**src/rtl/grev_pkg.sv**
```systemverilog
package grev_pkg;
  localparam int unsigned DATA_W = 32;
  localparam int unsigned OP_W   = 32;
  localparam int unsigned CTRL_W = $clog2(DATA_W);

  typedef logic [DATA_W-1:0] word_t;
  typedef logic [CTRL_W-1:0] sel_t;

  // bit i set when bit 'level' of index i is zero (lower group of each pair)
  function automatic word_t lower_mask(int unsigned level);
    word_t m;
    for (int i = 0; i < DATA_W; i++) m[i] = ((i >> level) & 1) == 0;
    return m;
  endfunction

  function automatic word_t reverse_word(word_t w);
    word_t r;
    for (int i = 0; i < DATA_W; i++) r[i] = w[DATA_W-1-i];
    return r;
  endfunction
endpackage

```
**src/rtl/grev_stage.sv**
```systemverilog
module grev_stage
  import grev_pkg::*;
#(
  parameter int unsigned LEVEL = 0
) (
  input  logic  swap_i,
  input  word_t data_i,
  output word_t data_o
);
  localparam int unsigned SHIFT = 1 << LEVEL;
  localparam word_t       LO_M  = lower_mask(LEVEL);
  localparam word_t       HI_M  = ~LO_M;

  word_t swapped;

  always_comb begin
    swapped = ((data_i & LO_M) << SHIFT) | ((data_i & HI_M) >> SHIFT);
    data_o  = swap_i ? swapped : data_i;
  end
endmodule

```
**src/rtl/grev_net.sv**
```systemverilog
module grev_net
  import grev_pkg::*;
(
  input  sel_t  sel_i,
  input  word_t data_i,
  output word_t data_o
);
  word_t lvl [CTRL_W+1];

  assign lvl[0] = data_i;

  // ascending order of control bit
  for (genvar g = 0; g < CTRL_W; g++) begin : g_stage
    grev_stage #(.LEVEL(g)) u_stage (
      .swap_i (sel_i[g]),
      .data_i (lvl[g]),
      .data_o (lvl[g+1])
    );
  end

  assign data_o = lvl[CTRL_W];
endmodule

```
**src/rtl/grev_unit.sv**
```systemverilog
module grev_unit
  import grev_pkg::*;
(
  input  logic              clk_i,
  input  logic              rst_ni,
  input  logic              valid_i,
  input  logic [DATA_W-1:0] data_i,
  input  logic [OP_W-1:0]   ctrl_i,
  output logic              valid_o,
  output logic [DATA_W-1:0] data_o
);
  sel_t  sel;
  word_t perm;
  word_t data_q;
  logic  valid_q;

  assign sel = ctrl_i[CTRL_W-1:0];  // upper operand bits unused

  grev_net u_net (
    .sel_i  (sel),
    .data_i (data_i),
    .data_o (perm)
  );

  always_ff @(posedge clk_i or negedge rst_ni) begin
    if (!rst_ni) begin
      valid_q <= 1'b0;
      data_q  <= '0;
    end else begin
      valid_q <= valid_i;
      if (valid_i) data_q <= perm;
    end
  end

  assign valid_o = valid_q;
  assign data_o  = data_q;

  a_r6_valid_rise: assert property (@(posedge clk_i) disable iff (!rst_ni)
    valid_i |=> valid_o);
  a_r6_valid_idle: assert property (@(posedge clk_i) disable iff (!rst_ni)
    !valid_i |=> !valid_o);
  a_r7_hold: assert property (@(posedge clk_i) disable iff (!rst_ni)
    !valid_i |=> $stable(data_o));
  a_r3_passthru: assert property (@(posedge clk_i) disable iff (!rst_ni)
    (valid_i && sel == '0) |=> data_o == $past(data_i));
  a_r4_reverse: assert property (@(posedge clk_i) disable iff (!rst_ni)
    (valid_i && sel == '1) |=> data_o == reverse_word($past(data_i)));
  a_r5_weight: assert property (@(posedge clk_i) disable iff (!rst_ni)
    valid_i |=> $countones(data_o) == $countones($past(data_i)));
endmodule

```
**config.mk**
```make
export PLATFORM = sky130hd
export DESIGN_NAME = grev_unit
export DESIGN_NICKNAME = d
export VERILOG_FILES = /design/src/rtl/grev_pkg.sv /design/src/rtl/grev_stage.sv /design/src/rtl/grev_net.sv /design/src/rtl/grev_unit.sv
export SDC_FILE = /design/constraint.sdc
export NUM_CORES = 1
export LEC_CHECK = 0
export ABC_CLOCK_PERIOD_IN_PS = 2190
export BUFFER_PORTS_ARGS = -buffer_cell sky130_fd_sc_hd__clkbuf_2
export CAP_MARGIN = 20
export CORE_ASPECT_RATIO = 0.7
export CORE_MARGIN = 2
export CORE_UTILIZATION = 56
export CTS_CLUSTER_SIZE = 12
export DETAILED_ROUTE_END_ITERATION = 7
export PLACE_DENSITY = 0.86
export SKIP_CTS_REPAIR_TIMING = 1
export SLEW_MARGIN = 20
export SYNTH_ARGS = -nofsm -noshare
export SYNTH_HDL_FRONTEND = slang
export SYNTH_SLANG_ARGS = --single-unit
```
**constraint.sdc**
```tcl
create_clock -name clk_i -period 2.19 [get_ports clk_i]
set_input_delay 0.438 -clock clk_i [delete_from_list [all_inputs] [get_ports clk_i]]
set_output_delay 0.438 -clock clk_i [all_outputs]
set_load 0.005 [all_outputs]
```
Word-level counts from Yosys, hierarchy flattened
Index checks and enable logic that the tools add are counted.

operators by class
  bitwise gates (word level) = 5
  multiplexer cells = 5

operator list
  operator              count
  2-to-1 mux 32 bit     5
  OR 32 x 16 -> 32 bit  1
  OR 32 x 24 -> 32 bit  1
  OR 32 x 28 -> 32 bit  1
  OR 32 x 30 -> 32 bit  1
  OR 32 x 31 -> 32 bit  1

word-level totals
  input port bits = 67
  flip-flop bits (word level) = 33
  output and inout bits = 33
  word-level logic and storage cells = 12

Depth between registers and ports, before layout
  depth after elaboration = 10
  mapped depth = 7
  depth with buffers taken out = 4

Cells and area by module
Synthesis repeated with hierarchy kept, for this count alone.

second synthesis, totals
  cells, all modules = 249
  area total of the unflattened synthesis = 4,091.4 um^2

by module, submodules not included
  module      seq. area each (um^2)  cells each  area an instance (um^2)  times used
  grev_stage  0.0                    36          544.3                    5
  grev_unit   825.8                  69          1,370.1                  1

Worst setup path after synthesis
Ideal clock, no wire load.

  path type = input to register
  start = input ctrl_i[1]
  end = register data_q[0] (netlist: data_o[0])
  buffers on the path = 2
  arrival time = 1.800 ns
  required time = 2.061 ns
  stages on the path = 6
  slack = 0.261 ns
  library setup time = 0.129 ns
  cell sequence = buf_4 -> buf_6 -> mux2_2 -> mux4_2 -> o22ai_1 -> o41ai_1

between the ends
  longest elaborated chain between the ends = 7

ends and longest elaborated chain
  item                   line              source
  from (decl)            grev_unit.sv:8    input logic [OP_W-1:0] ctrl_i,
  2-to-1 mux 32 bit (*)  grev_stage.sv:18  data_o = swap_i ? swapped : data_i;
  OR 32 x 28 -> 32 bit   grev_stage.sv:17  swapped = ((data_i & LO_M) << SHIFT) | ((data_i & HI_M) >> SHIFT);
  2-to-1 mux 32 bit (*)  grev_stage.sv:18
  OR 32 x 24 -> 32 bit   grev_stage.sv:17
  2-to-1 mux 32 bit (*)  grev_stage.sv:18
  OR 32 x 16 -> 32 bit   grev_stage.sv:17
  2-to-1 mux 32 bit (*)  grev_stage.sv:18
  to (signal assigned)   grev_unit.sv:31   if (valid_i) data_q <= perm;
  to (decl)              grev_unit.sv:14   word_t data_q;

Every way passes the cells marked *; elsewhere a longest branch is shown, timed or not.
A chain may end at the register's enable or synchronous reset.

Worst setup path in the final report
  start = input ctrl_i[1]
  end = register data_q[4] (netlist: data_o[4])

The elaborated chain is that of the path after synthesis.

==> flow_summary.json <==
{
  "diodes": 0,
  "multi_input_area_sq_um": 2187,
  "cap_viol_max_count": 0,
  "ir_drop_uv": 324.6,
  "syn_nets": 352,
  "drt-total-wl_um": 8377,
  "hp-class": "input pin to asynchronous set/reset pin",
  "dp.cells": 413,
  "rsz0062_at_grt": "no",
  "seq_area_frac_synth_pct": 25.88,
  "cts_buffers": 5,
  "gp_congestion": 0.8204,
  "p_leak_nw": 1.544,
  "num-fill-cells": 426,
  "slew_headroom_pct": 43.53,
  "yosys_warnings": 0,
  "synthTopCellsByArea": "dfrtp_1 26%, mux4_2 22%, a22oi_1 14%, mux2i_1 10%, a31o_1 7.7%",
  "yosysUniqueCellTypes": 22,
  "die_x_um": 94.22,
  "max_freq_mhz": 542.1,
  "die_area_sq_um": 6327,
  "clk_latency_ps": 290,
  "crit_chain": "clkbuf_2 > buf_12 > mux2_2 > mux4_2 > o22ai_1 > o41ai_1",
  "crit_path_top_delay_cell": "mux4_2",
  "drive_gt1_share_pct": 39.08,
  "synthesis.area_per_instance_sq_um": 11.19,
  "outcome": "complete, no violations",
  "cts-htree-levels": 2,
  "post-route-util_pct": 68.86,
  "drt.antenna.violating_nets": 0,
  "initial_utilization_pct": 59.44,
  "critical_path_class": "input pin to register",
  "clock_sinks": 33,
  "synth_top_area_share_pct": 25.88,
  "synth_top_cell_by_area": "dfrtp_1",
  "final_common_cell": "clkbuf_2",
  "track_usage_pct": 28.41,
  "syn_area_sq_um": 3191,
  "seqCellArea_sq_um": 825.8,
  "via_per_inst": 6.893,
  "drc_errors": 0,
  "area_growth_syn_to_layout_pct": 15.84,
  "hold_slack_ps": 240.4,
  "timing.final.crit_share_pct": 84.22,
  "core_area_sq_um": 5368,
  "final_cells": 420,
  "cp-start-kind": "input pin",
  "setup_tns_ps": 0,
  "powerDensity_nw_per_um2": 558.0,
  "max_slew.worst_pin.slew_ps": 847.1,
  "cts_tree": "yes",
  "most-common-layout-cells": "72 x clkbuf_2, 58 x a22oi_1, 33 x dfrtp_1, 32 x nor2b_1, 32 x mux2i_1",
  "clk_pin_slew_worst_paths_ps": 70,
  "post-dp-hpwl_um": 6259,
  "crit_path_max_fanout": 22,
  "dr_total_vias": 2895,
  "syn_inst": 285,
  "slew_violations": 0,
  "fp-row-count": 22,
  "finalHoldViolations": 0,
  "firstDrtPassIters": 5,
  "cts_buffer_depth": 2,
  "fin_crit_ps": 1845,
  "fin_skew_ps": 0,
  "nets": 415,
  "io_pins": 100,
  "setup_viol": 0,
  "drt-initial-drc-count": 328,
  "end_kind": "register",
  "io_buffers": 72,
  "die_h_um": 67.15,
  "grt_pass1_vias": 2739,
  "wl_per_cell_um": 19.95,
  "cpPeakStageDelay_ps": 570,
  "ys_ff_latch": 33,
  "antenna_found_initial": 0,
  "grt_pass1_wl_um": 13720,
  "required_ps": 2360,
  "crit_arrival_ps": 2020,
  "grt_max_degree": 54,
  "grt_overflow_total": 0,
  "clockRootBuffer": "clkbuf_8"
}
layer usage:
metal  wire, um  global-route usage [%]
met1       3522                   39.45
met2       4024                   46.43
met3        753                   4.799
met4         77                   8.877
met5          0                       0
flip-flops by register name, indices dropped and copies added, names as in the netlist:
register,flops
valid_o,1
data_o,32
cell type report:
class,count,area share (%)
clock buffers,7,2.336
well taps,72,2.437
multi-input cells,221,59.17
flip-flops and latches,33,22.34
inverters,1,0.1016
repair buffers,86,13.61
per-stage QoR:
step | total power [mW] | setup WS (ps) | area (sq um)
finish | 2.062 | 345.5 | 3696
global route | 2.179 | 294.7 | 3696
CTS | 2.066 | 377.7 | 3696
detailed placement | 1.582 | 65.76 | 3610
global placement | 1.550 | 121.5 | 3610
floorplan | 1.300 | 261.2 | 3191
path summary, 6_finish.rpt:
kind | startpoint | endpoint | slack [ps] | depth (start not counted)
worst max-delay path | ctrl_i[1] | data_o[4]$_DFFE_PN0P_ | 350 | 6
max in group asynchronous | rst_ni | data_o[25]$_DFFE_PN0P_ | 1420 | 1
worst min-delay path | rst_ni | data_o[16]$_DFFE_PN0P_ | 240 | 1
min in group clk_i | data_o[20]$_DFFE_PN0P_ | data_o[20]$_DFFE_PN0P_ | 480 | 2
worst max register to register | data_o[27]$_DFFE_PN0P_ | data_o[27]$_DFFE_PN0P_ | 1330 | 2
worst min register to register | data_o[20]$_DFFE_PN0P_ | data_o[20]$_DFFE_PN0P_ | 480 | 2
logic make-up after synthesis:
logic type	after synthesis	synth area share, %
buf+inv	31	5.568
compound gates	98	23.84
mux	75	36.16
simple gates	48	8.549
flops	33	25.88
synthesized netlist by cell type:
master / count
a21oi_1: 4
mux2_2: 12
buf_1: 1
a22oi_1: 58
o22ai_1: 4
clkbuf_1: 16
and2_1: 2
nand2_1: 5
nand2b_1: 2
a31o_1: 28
buf_4: 7
clkbuf_4: 1
nor2_1: 6
mux2i_1: 32
or2_2: 1
buf_2: 1
o41ai_1: 4
nor2b_1: 32
mux4_2: 31
dfrtp_1: 33
buf_6: 4
inv_1: 1
worst max-delay path, delay by kind of cell:
family | cells | cell delay (ps)
AOI/OAI and AO/OA | 2 | 300
buffers and inverters | 2 | 340
muxes | 2 | 920
where the power goes:
group          leakage, nW  internal [mW]  switching [mW]
Clock               0.0443          0.249           0.228
Sequential           0.393          0.701          0.0495
Combinational         1.11          0.414           0.421
Total                 1.54           1.36           0.699
(Power assumes the default switching activity.)
